### src/rtl/refdiv_pkg.sv
package refdiv_pkg;
  localparam logic [3:0] SRC_SYS = 4'd0;
  localparam logic [3:0] SRC_PLL = 4'd7;
  localparam logic [3:0] SRC_EXT = 4'd8;
  localparam int NSRC     = 3;
  localparam int SEL_LSB  = 0;
  localparam int ACT_BIT  = 8;
  localparam int SW_BIT   = 9;
  localparam int OE_BIT   = 12;
  localparam int ON_BIT   = 15;
  localparam int DIV_LSB  = 16;
  localparam int TRIM_LSB = 23;

  typedef enum logic [1:0] {OP_WR = 2'd0, OP_CLR = 2'd1, OP_SET = 2'd2, OP_NONE = 2'd3} op_e;

  function automatic logic [31:0] apply_op(op_e op, logic [31:0] cur, logic [31:0] wd);
    case (op)
      OP_WR:   return wd;
      OP_CLR:  return cur & ~wd;
      OP_SET:  return cur | wd;
      default: return cur;
    endcase
  endfunction
endpackage

### src/rtl/refdiv_regs.sv
module refdiv_regs import refdiv_pkg::*; #(
  parameter int DIV_W  = 15,
  parameter int TRIM_W = 9
) (
  input  logic              clk_i,
  input  logic              rst_ni,
  input  logic              we_i,
  input  logic [2:0]        addr_i,
  input  logic [31:0]       wdata_i,
  input  logic              active_i,
  input  logic              sw_done_i,
  output logic [31:0]       rdata_o,
  output logic [3:0]        sel_o,
  output logic              on_o,
  output logic              oe_o,
  output logic              divsw_o,
  output logic [DIV_W-1:0]  div_o,
  output logic [TRIM_W-1:0] trim_o
);
  logic [31:0] ctrl_img, trim_img, ctrl_nxt, trim_nxt;
  op_e         op;
  logic        ctrl_we, trim_we, sw_set;
  logic        unused_bits;

  assign op      = op_e'(addr_i[1:0]);
  assign ctrl_we = we_i && !addr_i[2] && (op != OP_NONE);
  assign trim_we = we_i &&  addr_i[2] && (op != OP_NONE);
  assign sw_set  = ctrl_we && (op != OP_CLR) && wdata_i[SW_BIT];

  always_comb begin
    ctrl_img = '0;
    ctrl_img[SEL_LSB +: 4]     = sel_o;
    ctrl_img[ACT_BIT]          = active_i;
    ctrl_img[SW_BIT]           = divsw_o;
    ctrl_img[OE_BIT]           = oe_o;
    ctrl_img[ON_BIT]           = on_o;
    ctrl_img[DIV_LSB +: DIV_W] = div_o;
    trim_img = '0;
    trim_img[TRIM_LSB +: TRIM_W] = trim_o;
  end

  assign ctrl_nxt = apply_op(op, ctrl_img, wdata_i);
  assign trim_nxt = apply_op(op, trim_img, wdata_i);
  assign rdata_o  = addr_i[2] ? trim_img : ctrl_img;
  assign unused_bits = ^{ctrl_nxt, trim_nxt};

  always_ff @(posedge clk_i or negedge rst_ni) begin
    if (!rst_ni) begin
      sel_o   <= '0;
      on_o    <= 1'b0;
      oe_o    <= 1'b0;
      divsw_o <= 1'b0;
      div_o   <= '0;
      trim_o  <= '0;
    end else begin
      if (ctrl_we) begin
        sel_o <= ctrl_nxt[SEL_LSB +: 4];
        oe_o  <= ctrl_nxt[OE_BIT];
        on_o  <= ctrl_nxt[ON_BIT];
        div_o <= ctrl_nxt[DIV_LSB +: DIV_W];
      end
      if (trim_we) trim_o <= trim_nxt[TRIM_LSB +: TRIM_W];
      if (sw_set)         divsw_o <= 1'b1;
      else if (sw_done_i) divsw_o <= 1'b0;
    end
  end
endmodule

### src/rtl/refdiv_src.sv
module refdiv_src import refdiv_pkg::*; (
  input  logic            clk_i,
  input  logic            rst_ni,
  input  logic [NSRC-1:0] src_i,
  input  logic [3:0]      sel_i,
  output logic            lvl_o,
  output logic            tick_o,
  output logic            valid_o
);
  logic [NSRC-1:0] s1, s2;
  logic            pick;

  for (genvar i = 0; i < NSRC; i++) begin : g_sync
    always_ff @(posedge clk_i or negedge rst_ni) begin
      if (!rst_ni) begin
        s1[i] <= 1'b0;
        s2[i] <= 1'b0;
      end else begin
        s1[i] <= src_i[i];
        s2[i] <= s1[i];
      end
    end
  end

  always_comb begin
    pick    = 1'b0;
    valid_o = 1'b1;
    case (sel_i)
      SRC_SYS: pick = s2[0];
      SRC_PLL: pick = s2[1];
      SRC_EXT: pick = s2[2];
      default: valid_o = 1'b0;
    endcase
  end

  always_ff @(posedge clk_i or negedge rst_ni) begin
    if (!rst_ni) lvl_o <= 1'b0;
    else         lvl_o <= pick;
  end

  assign tick_o = pick && !lvl_o;
endmodule

### src/rtl/refdiv_core.sv
module refdiv_core #(
  parameter int DIV_W  = 15,
  parameter int TRIM_W = 9
) (
  input  logic              clk_i,
  input  logic              rst_ni,
  input  logic              run_i,
  input  logic              tick_i,
  input  logic              lvl_i,
  input  logic [DIV_W-1:0]  div_i,
  input  logic [TRIM_W-1:0] trim_i,
  input  logic              sw_req_i,
  output logic              clk_o,
  output logic              sw_done_o,
  output logic [DIV_W-1:0]  act_div_o,
  output logic [TRIM_W-1:0] act_trim_o
);
  localparam int CW = DIV_W + 1;

  logic [CW-1:0]     cnt, len;
  logic [TRIM_W-1:0] acc;
  logic [TRIM_W:0]   sum;
  logic              stretch, passthru, edge_hit, bnd;

  assign passthru  = (act_div_o == '0);
  assign len       = {1'b0, act_div_o} + CW'(stretch);
  assign edge_hit  = tick_i && (cnt + CW'(1) == len);
  assign bnd       = passthru ? tick_i : edge_hit;
  assign sum       = {1'b0, acc} + {1'b0, act_trim_o};
  assign sw_done_o = sw_req_i && (!run_i || bnd);

  always_ff @(posedge clk_i or negedge rst_ni) begin
    if (!rst_ni) begin
      cnt        <= '0;
      acc        <= '0;
      stretch    <= 1'b0;
      clk_o      <= 1'b0;
      act_div_o  <= '0;
      act_trim_o <= '0;
    end else begin
      if (sw_done_o) begin
        act_div_o  <= div_i;
        act_trim_o <= trim_i;
      end
      if (!run_i) begin
        cnt     <= '0;
        acc     <= '0;
        stretch <= 1'b0;
        clk_o   <= 1'b0;
      end else if (passthru) begin
        cnt   <= '0;
        clk_o <= lvl_i;
      end else if (tick_i) begin
        if (edge_hit) begin
          cnt            <= '0;
          clk_o          <= ~clk_o;
          {stretch, acc} <= sum;
        end else begin
          cnt <= cnt + CW'(1);
        end
      end
    end
  end
endmodule

### src/rtl/refclk_frac_div.sv
module refclk_frac_div import refdiv_pkg::*; #(
  parameter int DIV_W  = 15,
  parameter int TRIM_W = 9
) (
  input  logic        clk_i,
  input  logic        rst_ni,
  input  logic        bus_we_i,
  input  logic [2:0]  bus_addr_i,
  input  logic [31:0] bus_wdata_i,
  output logic [31:0] bus_rdata_o,
  input  logic        sys_clk_i,
  input  logic        pll_clk_i,
  input  logic        ext_clk_i,
  output logic        ref_clk_o
);
  logic [3:0]        sel_q;
  logic              on_q, oe_q, divsw_q, active_q, sw_done;
  logic [DIV_W-1:0]  div_q, act_div;
  logic [TRIM_W-1:0] trim_q, act_trim;
  logic              lvl, tick, src_ok, div_clk, ref_q;

  refdiv_regs #(.DIV_W(DIV_W), .TRIM_W(TRIM_W)) u_regs (
    .clk_i(clk_i), .rst_ni(rst_ni), .we_i(bus_we_i), .addr_i(bus_addr_i),
    .wdata_i(bus_wdata_i), .active_i(active_q), .sw_done_i(sw_done),
    .rdata_o(bus_rdata_o), .sel_o(sel_q), .on_o(on_q), .oe_o(oe_q),
    .divsw_o(divsw_q), .div_o(div_q), .trim_o(trim_q)
  );

  refdiv_src u_src (
    .clk_i(clk_i), .rst_ni(rst_ni), .src_i({ext_clk_i, pll_clk_i, sys_clk_i}),
    .sel_i(sel_q), .lvl_o(lvl), .tick_o(tick), .valid_o(src_ok)
  );

  refdiv_core #(.DIV_W(DIV_W), .TRIM_W(TRIM_W)) u_core (
    .clk_i(clk_i), .rst_ni(rst_ni), .run_i(on_q), .tick_i(tick), .lvl_i(lvl),
    .div_i(div_q), .trim_i(trim_q), .sw_req_i(divsw_q), .clk_o(div_clk),
    .sw_done_o(sw_done), .act_div_o(act_div), .act_trim_o(act_trim)
  );

  // registered gate keeps the output free of combinational glitches
  always_ff @(posedge clk_i or negedge rst_ni) begin
    if (!rst_ni) begin
      active_q <= 1'b0;
      ref_q    <= 1'b0;
    end else begin
      active_q <= on_q && oe_q && src_ok;
      ref_q    <= on_q && oe_q && div_clk;
    end
  end

  assign ref_clk_o = ref_q;
endmodule

### config.mk
export PLATFORM = sky130hd
export DESIGN_NAME = refclk_frac_div
export DESIGN_NICKNAME = d
export VERILOG_FILES = /design/src/rtl/refdiv_pkg.sv /design/src/rtl/refdiv_regs.sv /design/src/rtl/refdiv_src.sv /design/src/rtl/refdiv_core.sv /design/src/rtl/refclk_frac_div.sv
export SDC_FILE = /design/constraint.sdc
export NUM_CORES = 1
export LEC_CHECK = 0
export BUFFER_PORTS_ARGS = -buffer_cell sky130_fd_sc_hd__buf_2
export CAP_MARGIN = 10
export CORE_ASPECT_RATIO = 0.8
export CORE_MARGIN = 1.5
export CORE_UTILIZATION = 53
export CTS_BUF_LIST = sky130_fd_sc_hd__clkbuf_8 sky130_fd_sc_hd__clkbuf_16
export CTS_CLUSTER_DIAMETER = 80
export DETAILED_ROUTE_END_ITERATION = 10
export PLACE_DENSITY = 0.82
export SLEW_MARGIN = 15
export SYNTH_ARGS = -nofsm -noshare
export SYNTH_HDL_FRONTEND = slang
export SYNTH_SLANG_ARGS = --single-unit
### constraint.sdc
create_clock -name clk_i -period 3.23 [get_ports clk_i]
set_clock_uncertainty 0.2 [all_clocks]
set_input_delay 0.323 -clock clk_i [delete_from_list [all_inputs] [get_ports clk_i]]
set_output_delay 0.323 -clock clk_i [all_outputs]
set_load 0.05 [all_outputs]
Yosys cells after proc, flatten, opt, wreduce, memory -nomap -nowiden
Cells that the tools add are included.

Flip-flop bits (word level): 91. Output and inout port bits: 33. Input port bits: 41.

Reduce and logical (&&, ||, !) cells: 26. Mux-type cells: 24. Equal/unequal tests: 12. Add/sub/neg operators: 3. Bitwise logic cells: 6.

Operator list (count): 32-bit case mux with 3 select lines (1); 31-bit case mux with 3 select lines (1); 16-bit 2-to-1 mux (4); 9-bit 2-to-1 mux (4); 32-bit bitwise AND (1); 32-bit 2-to-1 mux (1); 32-bit NOT (1); 32-bit bitwise OR (1); 31-bit bitwise AND (1); 31-bit bitwise OR (1); 15-bit by 1-bit adder with 16-bit output (1); 16-bit by 1-bit adder with 16-bit output (second input constant) (1); 16-bit equality test (1); 15-bit zero test (1); 1-bit logical AND (12); 1-bit 2-to-1 mux (12); 9-bit by 9-bit adder with 10-bit output (1); 2-bit by 1-bit != test with 1-bit output (second input constant) (3); 3-bit by 1-bit != test with 1-bit output (second input constant) (2); 2-bit AND reduction (3); 4-bit by 3-bit equality test with 1-bit output (second input constant) (1); 4-bit equality test (second input constant) (1); 4-bit zero test (1); 2-bit != test (second input constant) (2); other kinds (11) (13).

Logic depth before layout (Yosys ltp)
Depth in word-level cells: 9. Depth in mapped cells: 11.

Hierarchy
Synthesis repeated with hierarchy kept, for this count alone.

Cells, all modules: 555. Area, all modules: 5614.1 µm².

Modules (own cells, without submodules): refdiv_core (sequential area each 1276.2 µm², instances 1, area each 3682.3 µm², cells each 384); refdiv_regs (sequential area each 775.7 µm², instances 1, area each 1637.8 µm², cells each 152); refdiv_src (sequential area each 175.2 µm², instances 1, area each 231.5 µm², cells each 15); refclk_frac_div (sequential area each 50.0 µm², instances 1, area each 62.6 µm², cells each 4).

Worst setup path before layout
Ideal clock, no wire load.

Path type: reg-to-reg. Start point: register u_core.cnt[0]. End point: register u_core.act_div_o[10]. Required time: 2.905 ns. Stages on the path, launching flop included: 12. Setup slack: 0.013 ns. Arrival: 2.892 ns. Buffers on the path: 2. Library setup time: 0.125 ns. Cells stage by stage: dfrtp_1 -> ha_1 -> buf_2 -> nand4_1 -> or4_4 -> nand3_1 -> a21oi_1 -> a211o_1 -> nor4_4 -> o21ai_2 -> buf_6 -> mux2_4.

Cells in the longest elaborated chain, start to end: 6.

RTL lines: start, declared (line refdiv_core.sv:20) `logic [CW-1:0] cnt, len;`; start signal, assigned (line refdiv_core.sv:59) `cnt <= cnt + CW'(1);`; 16-bit by 1-bit adder with 16-bit output (line refdiv_core.sv:27) `assign edge_hit = tick_i && (cnt + CW'(1) == len);`; 16-bit equality test (line refdiv_core.sv:27); 1-bit logical AND (line refdiv_core.sv:27); 1-bit 2-to-1 mux (line refdiv_core.sv:28) `assign bnd = passthru ? tick_i : edge_hit;`; 1-bit logical OR (line refdiv_core.sv:30) `assign sw_done_o = sw_req_i && (!run_i || bnd);`; 1-bit logical AND (line refdiv_core.sv:30); end signal, assigned (line refdiv_core.sv:42) `act_div_o <= div_i;`; end, declared (line refdiv_core.sv:15) `output logic [DIV_W-1:0] act_div_o,`.

No other way between the ends. A chain may end at the register's enable or synchronous reset.

Worst setup path in the final report
Start point: register u_core.cnt[0]. End point: register u_core.act_div_o[1].

Same word-level chain as after synthesis.

==> results.toml <==
[clock_network]
numCtsBuffers = 9
cts_sinks = 91
clk_pin_slew_worst_paths_ns = 0.06
clkLatencyLatePin_ns = 0.35
htreeDepth = 3
tritoncts = "done"
clockBufferDepth = 2
cts-root-buf = "clkbuf_16"

[finish]
drive_gt1_share_pct = 27.0
multi_input_area_um2 = 3090
n_fill_cell = 795
mostFrequentLayoutCells = "89 x dfrtp_1, 58 x o21ai_0, 55 x buf_2, 51 x nand2_1, 46 x buf_4"
num_antenna_cells = 0
fin_nets = 703
seq_area_um2 = 2280
layout_commonest_cell = "dfrtp_1"
area_growth_syn_to_layout_pct = 20.2

[worst_setup_path]
cp.arrival_ns = 3.29
path_cells = "ha_4, nand4_1, buf_4, o41ai_1, buf_4, a21boi_1, o21ai_1, a22o_1, nor4_4, o21ai_4, buf_8, mux2_2"
cp-start-kind = "flop"
cp-end-kind = "flop"
path_common_cell = "buf_4"
cp.required_ns = 3.26
critical_path_buf_inv_count = 3
critical_path_class = "flop to flop"
cp_slowest_cell = "dfrtp_1"
cp_slowest_stage_delay_ns = 0.40
crit_fanout = 11
cp_top_family = "compound AO/OA/AOI/OAI gates"

[sta]
fmax_ghz = 0.306
min_period_ns = 3.26
setup_ws_ns = -0.0338
max_slew_margin_pct = 52.7
hold_ws_ns = 0.0119
slew_violations = 0
rsz0062_at_grt = "true"
final-setup-viol-count = 19
min_period_over_period_pct = 101
hold_violations = 0
tightest_slew_ns = 0.710

[yosys]
synth_fa_ha_area_share_pct = 3.29
synth_cells = 566
seq_area_frac_synth_pct = 41.0
synth_xor_area_share_pct = 6.49
synth-async-reset-ratio_pct = 100
synth_top_family_by_area = "simple AND/OR/NAND/NOR gates"
syn_avg_cell_area_um2 = 9.81
synth-compound-area-share_pct = 14.6
synth-simple-area-share_pct = 19.5
synth_warnings = 0
ys_ff_latch = 91
synth_flop_cell = "dfrtp_1"
netlist_area_um2 = 5550
synth_cell_types = 53
synth_edf_count = 0
synth_mux_area_share_pct = 10.0

[power_and_ir_drop]
intPower_uw = 2780
pwr_density_cell_nw_per_um2 = 649
p_clk_share_pct = 27.2
sw_frac_of_total_pct = 35.8
power_leakage_uw = 0.00317
vdd_drop_max_uv = 367
combPwrFrac_pct = 34.9
p_switching_uw = 1550
sequentialPowerShare_pct = 37.9

[grt]
globalRouteOverflowTotal = 0
grt_pass1_vias = 4469
grt_first_pass_wirelength_mm = 22.9
use_met2_pct = 41.1
gr-max-usage-layer = "met2"
grt_max_degree = 55
grt.met3_usage_pct = 5.43
grt_use_total_pct = 26.1
grt_antenna_before_repair = 0
grt_util_met1_pct = 35.7

[die]
die_h_um = 94.6
num_rows = 33
coreArea_um2 = 10200
fp.dieW_um = 117
die_area_um2 = 11100
initial_core_util_pct = 54.2
num_io_pins = 74

[outcome]
status = "complete, but fails checks"
violations = "setup timing"

[drt]
post_drt_wl_per_cell_um = 18.5
drt-total-wl_mm = 14.7
drtAntennaViolNets = 0
vias_per_cell = 6.11
first_iter_violations = 384
route.vias.total = 4849
drc = 0
drt_first_pass_iters = 6

[place]
port_buffers = 56
dp_hpwl_mm = 10.2
gp_congestion = 0.932
pre_cts_ws_ns = -0.103

[hold_path]
hold_class = "input pin to flop"

[flow_run]
maxCapViolations = 0
==> cell type report <==
type	instances	share of cell area (%)
timing repair buffer	111	11.4
inverter	10	0.562
clock buffer	10	3.58
clock inverter	6	1.42
tap	140	2.62
sequential	91	34.1
multi-input combinational	425	46.3
==> worst reg2reg max path: stages, from the launching register on <==
cell	delay, ns
dfrtp_1	0.40
ha_4	0.18
nand4_1	0.23
buf_4	0.24
o41ai_1	0.30
buf_4	0.19
a21boi_1	0.07
o21ai_1	0.23
a22o_1	0.24
nor4_4	0.08
o21ai_4	0.25
buf_8	0.20
mux2_2	0.36
==> through the flow <==
step | TNS (ns) | total power (µW) | std cells | instance area (µm²) | utilization [%]
after CTS | 0 | 4290 | 791 | 6570 | 64.1
after global placement | -0.00286 | 3010 | 771 | 6180 | 60.3
after detailed placement | -3.17 | 3080 | 771 | 6180 | 60.3
final | -0.217 | 4330 | 793 | 6680 | 65.2
after global routing | -2.43 | 4530 | 793 | 6680 | 65.2
after floorplan | 0 | 2650 | 573 | 5580 | -
==> synth_stat cells (2+ instances only) <==
cell / instances / area [µm²]
xnor2_1: 23 / 201
a31oi_1: 4 / 25.0
mux2i_1: 11 / 110
o21bai_1: 3 / 22.5
a22o_1: 23 / 201
a21o_1: 4 / 30.0
mux2_4: 20 / 300
buf_6: 2 / 22.5
and3_1: 14 / 87.6
and4_1: 6 / 52.6
a22oi_1: 10 / 75.1
o21ai_0: 59 / 295
o21ai_1: 2 / 10.0
a21oi_1: 12 / 60.1
clkbuf_1: 24 / 90.1
nor4_1: 17 / 106
nor2_1: 16 / 60.1
xor2_1: 13 / 114
or3_1: 3 / 18.8
nand2_1: 52 / 195
buf_2: 10 / 50.1
inv_1: 10 / 37.5
nor3b_1: 2 / 15.0
o211ai_1: 3 / 22.5
nand3_1: 17 / 85.1
dfrtp_1: 91 / 2280
nand4_1: 16 / 100
nand2b_1: 3 / 18.8
buf_4: 10 / 75.1
and2_1: 3 / 18.8
nor3_1: 10 / 50.1
nand4_4: 2 / 42.5
mux2_2: 13 / 146
ha_1: 13 / 163
or2_2: 3 / 18.8
xnor3_1: 2 / 45.0
nor2b_1: 24 / 150
==> routing by layer <==
layer  share of wire, %  vias up
met4                2.6        0
li1                   -     2199
met1                 44     2423
met2                 47      196
met3                6.1       31
met5                  0        -
==> flip-flops by register name, indices dropped and copies added, names as in the netlist, 3 cells and up <==
register and cells:
u_regs.div_o 15, u_regs.trim_o 9, u_src.s2 3, u_src.s1 3, u_core.act_div_o 15, u_core.acc 9
u_core.act_trim_o 9, u_core.cnt 16, u_regs.sel_o 4
==> kinds of logic after synthesis <==
family | count (synthesis)
AND/OR/NAND/NOR | 193
AO/OA/AOI/OAI | 128
flip-flops | 91
buffers and inverters | 57
multiplexers | 44
XOR/XNOR | 38
adder cells (fa/ha/maj) | 14
other | 1
==> power groups by stage <==
stage	sequential, µW	clock, µW	combinational, µW
floorplan	1570	0	1080
global placement	1630	0	1390
detailed placement	1650	0	1440
CTS	1630	1190	1460
global route	1670	1230	1620
finish	1640	1180	1510
==> what timing repair did <==
action | 4_1_cts | 5_1_grt
endpoints found under the hold margin | 55 | 0
resized for setup | 5 | 17
pin swaps | 2 | 7
setup buffers | 0 | 1
setup endpoints to repair | 51 | 52
hold buffers | 4 | 0
gates cloned | 0 | 1
==> worst paths after layout <==
kind | from | endpoint | slack, ns | cells after the start
min in group asynchronous | rst_ni | u_core.cnt[7]$_DFFE_PN0P_ | 0.36 | 2
min reg2reg | u_src.s1[1]$_DFF_PN0_ | u_src.s2[1]$_DFF_PN0_ | 0.15 | 0
min | bus_wdata_i[1] | u_regs.sel_o[1]$_DFFE_PN0P_ | 0.01 | 2
max | u_core.cnt[0]$_DFFE_PN0P_ | u_core.act_div_o[1]$_DFFE_PN0P_ | -0.03 | 12
max reg2reg | u_core.cnt[0]$_DFFE_PN0P_ | u_core.act_div_o[1]$_DFFE_PN0P_ | -0.03 | 12
max in group asynchronous | rst_ni | u_regs.trim_o[3]$_DFFE_PN0P_ | 1.72 | 3
Power figures use the tool's default switching activity.
